[config.mk]
export PLATFORM = sky130hd
export DESIGN_NAME = sdm_serial_frontend
export DESIGN_NICKNAME = d
export VERILOG_FILES = /design/src/rtl/sdm_fe_pkg.sv /design/src/rtl/sdm_fe_sync.sv /design/src/rtl/sdm_fe_clkdiv.sv /design/src/rtl/sdm_fe_edge.sv /design/src/rtl/sdm_fe_manch.sv /design/src/rtl/sdm_serial_frontend.sv
export SDC_FILE = /design/constraint.sdc
export NUM_CORES = 1
export LEC_CHECK = 0
export CAP_MARGIN = 40
export CORE_UTILIZATION = 60
export CTS_CLUSTER_DIAMETER = 100
export DETAILED_ROUTE_END_ITERATION = 12
export GPL_TIMING_DRIVEN = 0
export PLACE_DENSITY_LB_ADDON = 0.08
export SLEW_MARGIN = 0
export SYNTH_ARGS = -nofsm -noshare
export SYNTH_HDL_FRONTEND = slang
export SYNTH_SLANG_ARGS = --single-unit
export TNS_END_PERCENT = 1
[constraint.sdc]
create_clock -name clk -period 8.7 [get_ports clk]
set_input_delay 1.74 -clock clk [delete_from_list [all_inputs] [get_ports clk]]
set_output_delay 1.74 -clock clk [all_outputs]
set_load 0.03 [all_outputs]
[src/rtl/sdm_fe_pkg.sv]
package sdm_fe_pkg;

   localparam logic [1:0] IT_SER_RISE = 2'd0;
   localparam logic [1:0] IT_SER_FALL = 2'd1;
   localparam logic [1:0] IT_MAN_R1   = 2'd2;
   localparam logic [1:0] IT_MAN_R0   = 2'd3;

   localparam logic [1:0] CSRC_EXT    = 2'd0;

   function automatic logic is_manch(input logic [1:0] t);
      return (t == IT_MAN_R1) || (t == IT_MAN_R0);
   endfunction

endpackage

[src/rtl/sdm_fe_sync.sv]
module sdm_fe_sync #(
   parameter int W      = 1,
   parameter int STAGES = 2
) (
   input  logic         clk,
   input  logic         rst_n,
   input  logic [W-1:0] d,
   output logic [W-1:0] q
);

   logic [STAGES-1:0][W-1:0] st;

   initial assert (STAGES >= 2) else $fatal(1, "sdm_fe_sync: STAGES must be 2 or more");

   always_ff @(posedge clk) begin
      if (!rst_n) st <= '0;
      else        st <= {st[STAGES-2:0], d};
   end

   assign q = st[STAGES-1];

endmodule

[src/rtl/sdm_fe_clkdiv.sv]
module sdm_fe_clkdiv #(
   parameter int CFG_W = 8
) (
   input  logic             clk,
   input  logic             rst_n,
   input  logic [CFG_W-1:0] div_cfg,
   output logic             clk_o
);

   localparam int RW = CFG_W + 1;

   logic [CFG_W-1:0] cnt;
   logic [CFG_W-1:0] cnt_nxt;
   logic [RW-1:0]    ratio;
   logic [RW-1:0]    half;

   assign ratio   = {1'b0, div_cfg} + RW'(1);
   assign half    = ratio >> 1;
   assign cnt_nxt = (cnt >= div_cfg) ? '0 : cnt + CFG_W'(1);

   always_ff @(posedge clk) begin
      if (!rst_n) begin
         cnt   <= '0;
         clk_o <= 1'b0;
      end else if (div_cfg == '0) begin
         cnt   <= '0;
         clk_o <= 1'b0;
      end else begin
         cnt   <= cnt_nxt;
         clk_o <= ({1'b0, cnt_nxt} < half);
      end
   end

endmodule

[src/rtl/sdm_fe_edge.sv]
module sdm_fe_edge (
   input  logic clk,
   input  logic rst_n,
   input  logic en,
   input  logic sig,
   output logic rise,
   output logic fall
);

   logic prev;

   always_ff @(posedge clk) begin
      if (!rst_n) prev <= 1'b0;
      else        prev <= sig;
   end

   assign rise = en &  sig & ~prev;
   assign fall = en & ~sig &  prev;

endmodule

[src/rtl/sdm_fe_manch.sv]
module sdm_fe_manch #(
   parameter int CFG_W = 8
) (
   input  logic             clk,
   input  logic             rst_n,
   input  logic             en,
   input  logic [CFG_W-1:0] div_cfg,
   input  logic             pol,
   input  logic             rise,
   input  logic             fall,
   output logic             take,
   output logic             val
);

   localparam int CW = CFG_W + 2;
   localparam int TW = CFG_W + 3;
   localparam logic [CW-1:0] CMAX = '1;

   logic [CW-1:0] cnt;
   logic [TW-1:0] ratio;
   logic [TW-1:0] thr;

   assign ratio = {3'b000, div_cfg} + TW'(1);
   assign thr   = (ratio + (ratio << 1)) >> 2;
   assign take  = en && (rise || fall) && ({1'b0, cnt} >= thr);
   assign val   = rise ^ pol;

   always_ff @(posedge clk) begin
      if (!rst_n)          cnt <= CMAX;
      else if (!en)        cnt <= CMAX;
      else if (take)       cnt <= CW'(1);
      else if (cnt != CMAX) cnt <= cnt + CW'(1);
   end

endmodule

[src/rtl/sdm_serial_frontend.sv]
module sdm_serial_frontend
   import sdm_fe_pkg::*;
#(
   parameter int CFG_W       = 8,
   parameter int SYNC_STAGES = 2,
   parameter bit MANCH_EN    = 1'b1
) (
   input  logic             clk,
   input  logic             rst_n,
   input  logic             en,
   input  logic [CFG_W-1:0] div_cfg,
   input  logic [1:0]       itype,
   input  logic [1:0]       csel,
   input  logic             ext_clk_i,
   input  logic             data_i,
   output logic             clk_out,
   output logic             bit_valid,
   output logic             bit_data
);

   initial assert (CFG_W >= 2) else $fatal(1, "sdm_serial_frontend: CFG_W too small");

   logic [1:0] sync_q;
   logic       ext_s, dat_s;
   logic       sel_clk;
   logic       ck_rise, ck_fall, d_rise, d_fall;
   logic       ser_take, man_take, man_val;
   logic       take, val;

   sdm_fe_sync #(.W(2), .STAGES(SYNC_STAGES)) u_sync (
      .clk (clk), .rst_n (rst_n), .d ({ext_clk_i, data_i}), .q (sync_q)
   );
   assign {ext_s, dat_s} = sync_q;

   sdm_fe_clkdiv #(.CFG_W(CFG_W)) u_div (
      .clk (clk), .rst_n (rst_n), .div_cfg (div_cfg), .clk_o (clk_out)
   );

   assign sel_clk = (csel == CSRC_EXT) ? ext_s : clk_out;

   sdm_fe_edge u_ck_edge (
      .clk (clk), .rst_n (rst_n), .en (en), .sig (sel_clk),
      .rise (ck_rise), .fall (ck_fall)
   );

   sdm_fe_edge u_d_edge (
      .clk (clk), .rst_n (rst_n), .en (en), .sig (dat_s),
      .rise (d_rise), .fall (d_fall)
   );

   assign ser_take = !is_manch(itype) &&
                     ((itype == IT_SER_FALL) ? ck_fall : ck_rise);

   generate
      if (MANCH_EN) begin : g_manch
         sdm_fe_manch #(.CFG_W(CFG_W)) u_manch (
            .clk (clk), .rst_n (rst_n), .en (en), .div_cfg (div_cfg),
            .pol (itype == IT_MAN_R0), .rise (d_rise), .fall (d_fall),
            .take (man_take), .val (man_val)
         );
      end else begin : g_no_manch
         assign man_take = 1'b0;
         assign man_val  = 1'b0;
      end
   endgenerate

   assign take = ser_take || (is_manch(itype) && man_take);
   assign val  = is_manch(itype) ? man_val : dat_s;

   always_ff @(posedge clk) begin
      if (!rst_n) begin
         bit_valid <= 1'b0;
         bit_data  <= 1'b0;
      end else begin
         bit_valid <= en && take;
         if (en && take) bit_data <= val;
      end
   end

endmodule

==> run summary <==
CTS tree -> built
Worst-Skew Late Latency -> 0.27 ns
Num CTS Buffers -> 3
Number of fill cells -> 309
Dpl cells -> 335
# resized after CTS -> 0
Cell Pwr Density -> 199 mW/mm2
DRT iter0 DRCs -> 114
Postcts setup bufs -> 0
Net count after synthesis -> 317
Starting Density -> 64.9%
Leak -> 1.11 nW
Setup CP Type -> in2reg
Worst EP arrival -> 6.15 ns
EDFF count, synth -> 0
Max IR drop VDD -> 0.0000807 V
Chip Height -> 63.3 um
Yosys top cell area share -> 24.0%
Vias in the first global route -> 1874
Hold Fails Final Rpt -> 0
Worst hold-check path type -> reg2reg
Die Width -> 63.3 um
Min Tclk post-route -> 5.97 ns
Clock transition at the registers of the reported paths -> 0.10 ns
Largest net degree at the start of global routing -> 18
Final slew viol count -> 0
Slew @ Worst Pin -> 0.593 ns
First-pass GRT wire length -> 8.02 mm
Worst Skew -> 0.00935 ns
Library cells used by synthesis -> 54
RSZ-0062 raised after global routing -> false
WL final -> 4.39 mm
I/O Buffers -> 19
Ys flop type -> dfxtp_1
Total die area -> 0.00400 mm2
CTS Buffer Depth -> 2
Period utilization -> 68.6%
Yosys warns -> 0
Vias -> 1971
Post-route setup TNS -> 0 ns
Avg Cell Area, Syn -> 8.37 um2
Root Buffer -> clkbuf_8
Gate Count Post-Synth -> 269
# setup viols final -> 0
Routed Antenna Nets -> 0
DRT Pass-1 Iters -> 4
Startpoint Class -> input port
H-tree levels -> 1
Initial antenna violation count -> 0
Routability cong. -> 0.875
Hpwl dp -> 3.63 mm
Layout Cells excl Fill -> 339
FFs w/ async S/R, synth -> 0%
Synthesized cell area -> 0.00225 mm2
Area Overhead vs Synth -> 13.5%
Crit path capture type -> flop
Vias/cell -> 5.81
Row cnt -> 21
Avg WL per Cell -> 12.9 um
GRT Util Overall -> 24.4%
DRC errors left -> 0
Maximum fanout along the worst path -> 10
Post-synth top area cell -> dfxtp_1
Critical Path RT -> 8.89 ns
Num Clock Sinks -> 27
Layout cells sized above 1 -> 5.46%
Fmax -> 168 MHz
FF+latch count, synth -> 27
Slew Limit Headroom -> 60.1%
Core box area -> 0.00347 mm2
Nets -> 342
Antenna diodes -> 0
Post-synthesis sequential area ratio -> 24.0%
GR Overflow Total -> 0
MaxCap Viol Count -> 0
Synth area leaders -> dfxtp_1, ha_1, xnor2_1
Hold-fix buffers, CTS -> 0
IO Pins -> 20
Status -> completed
flip-flops by register name, indices dropped and copies added (netlist names):
signal               cells
g_manch.u_manch.cnt     10
u_div.cnt                8
u_sync.q                 2
u_sync.st                2
bit_data                 1
bit_valid                1
u_ck_edge.prev           1
u_d_edge.prev            1
u_div.clk_o              1
final timing paths:
check | from | to | slack [ns] | cells past startpoint
min reg2reg | u_sync.st[1]$_SDFF_PN0_ | u_sync.q[1]$_SDFF_PN0_ | 0.44 | 1
max | div_cfg[0] | g_manch.u_manch.cnt[8]$_SDFFE_PN1P_ | 2.73 | 18
max reg2reg | u_div.cnt[0]$_SDFF_PP0_ | u_div.clk_o$_SDFF_PP0_ | 5.20 | 14
min | u_sync.st[1]$_SDFF_PN0_ | u_sync.q[1]$_SDFF_PN0_ | 0.44 | 1
stage by stage:
stage                     worst slack, ns  hold slack (ns)  area [um2]  utilization (%)  total power, mW
after floorplan                      3.57            0.412        2250                -            0.375
after global placement               2.50            0.414        2500             72.0            0.423
after detailed placement             2.42            0.421        2500             72.2            0.433
after CTS                            2.71            0.445        2550             73.6            0.507
after global routing                 2.17            0.477        2550             73.6            0.556
final                                2.73            0.443        2550             73.6            0.507
layout by cell type, fill, tap and decap left out, types with 5 or more instances in the layout:
| cell | netlist | layout |
|---|---|---|
| ha_1 | 30 | 30 |
| dfxtp_1 | 27 | 27 |
| inv_1 | 23 | 23 |
| clkdlybuf4s50_1 | 0 | 19 |
| nand3_1 | 18 | 18 |
| nor2_1 | 18 | 18 |
| xnor2_1 | 17 | 17 |
| nand2_1 | 14 | 14 |
| o21ai_0 | 14 | 14 |
| a21oi_1 | 9 | 9 |
| and2_1 | 8 | 8 |
| xor2_1 | 8 | 8 |
| nor3_1 | 6 | 6 |
| nand2b_1 | 5 | 5 |
| o31ai_1 | 5 | 5 |
synthesized netlist by cell type, types with 6 or more instances:
| cell type | instances |
|---|---|
| xnor2_1 | 17 |
| a21oi_1 | 9 |
| nand2_1 | 14 |
| nor2_1 | 18 |
| inv_1 | 23 |
| nand3_1 | 18 |
| nor3_1 | 6 |
| and2_1 | 8 |
| xor2_1 | 8 |
| o21ai_0 | 14 |
| ha_1 | 30 |
| dfxtp_1 | 27 |
kinds of logic after synthesis:
logic type	Yosys count	synth area share, %
and+or+nand+nor	91	21.4
DFF	27	24.0
muxes	4	1.78
AOI/OAI and AO/OA	60	19.0
buffers and inverters	28	4.67
adders and majority gates	32	18.0
xor gates and xnor gates	27	11.2
worst max-delay path, stage by stage:
cell and delay, ns:
clkdlybuf4s50_1 0.57, ha_1 0.28, nand3_1 0.12, xnor2_1 0.46, inv_1 0.14, ha_1 0.34, inv_1 0.09, or3_1 0.39
o32ai_2 0.20, o41ai_2 0.13, a22oi_2 0.21, xnor2_1 0.10, ha_1 0.18, a2111oi_0 0.32, o21ai_0 0.20, and2_1 0.20
clkbuf_1 0.20, o31ai_1 0.26
per-layer routing:
layer  part of all wire, %  routed length, um  global-route usage, %
met5                     0                  0                      0
met4                   1.0                 44                   4.55
met3                   2.2                 96                   3.26
met2                    49               2130                   43.5
met1                    48               2120                   31.3
where the power goes:
part           internal (mW)  total, mW  switching [mW]
clock network         0.0336     0.0743          0.0407
logic                  0.122      0.260           0.138
registers              0.145      0.172          0.0273
area by class of cell:
cell class                      count  area, um2  share of cell area [%]
Multi-Input combinational cell    214       1610                    62.9
Timing Repair Buffer               20        195                    7.64
Clock inverter                      1       8.76                   0.343
Sequential cell                    27        541                    21.2
Tap cell                           46       57.6                    2.25
Inverter                           24       90.1                    3.53
Buffer                              4       15.0                   0.588
Clock buffer                        3       41.3                    1.62
(Power assumes the default switching activity.)
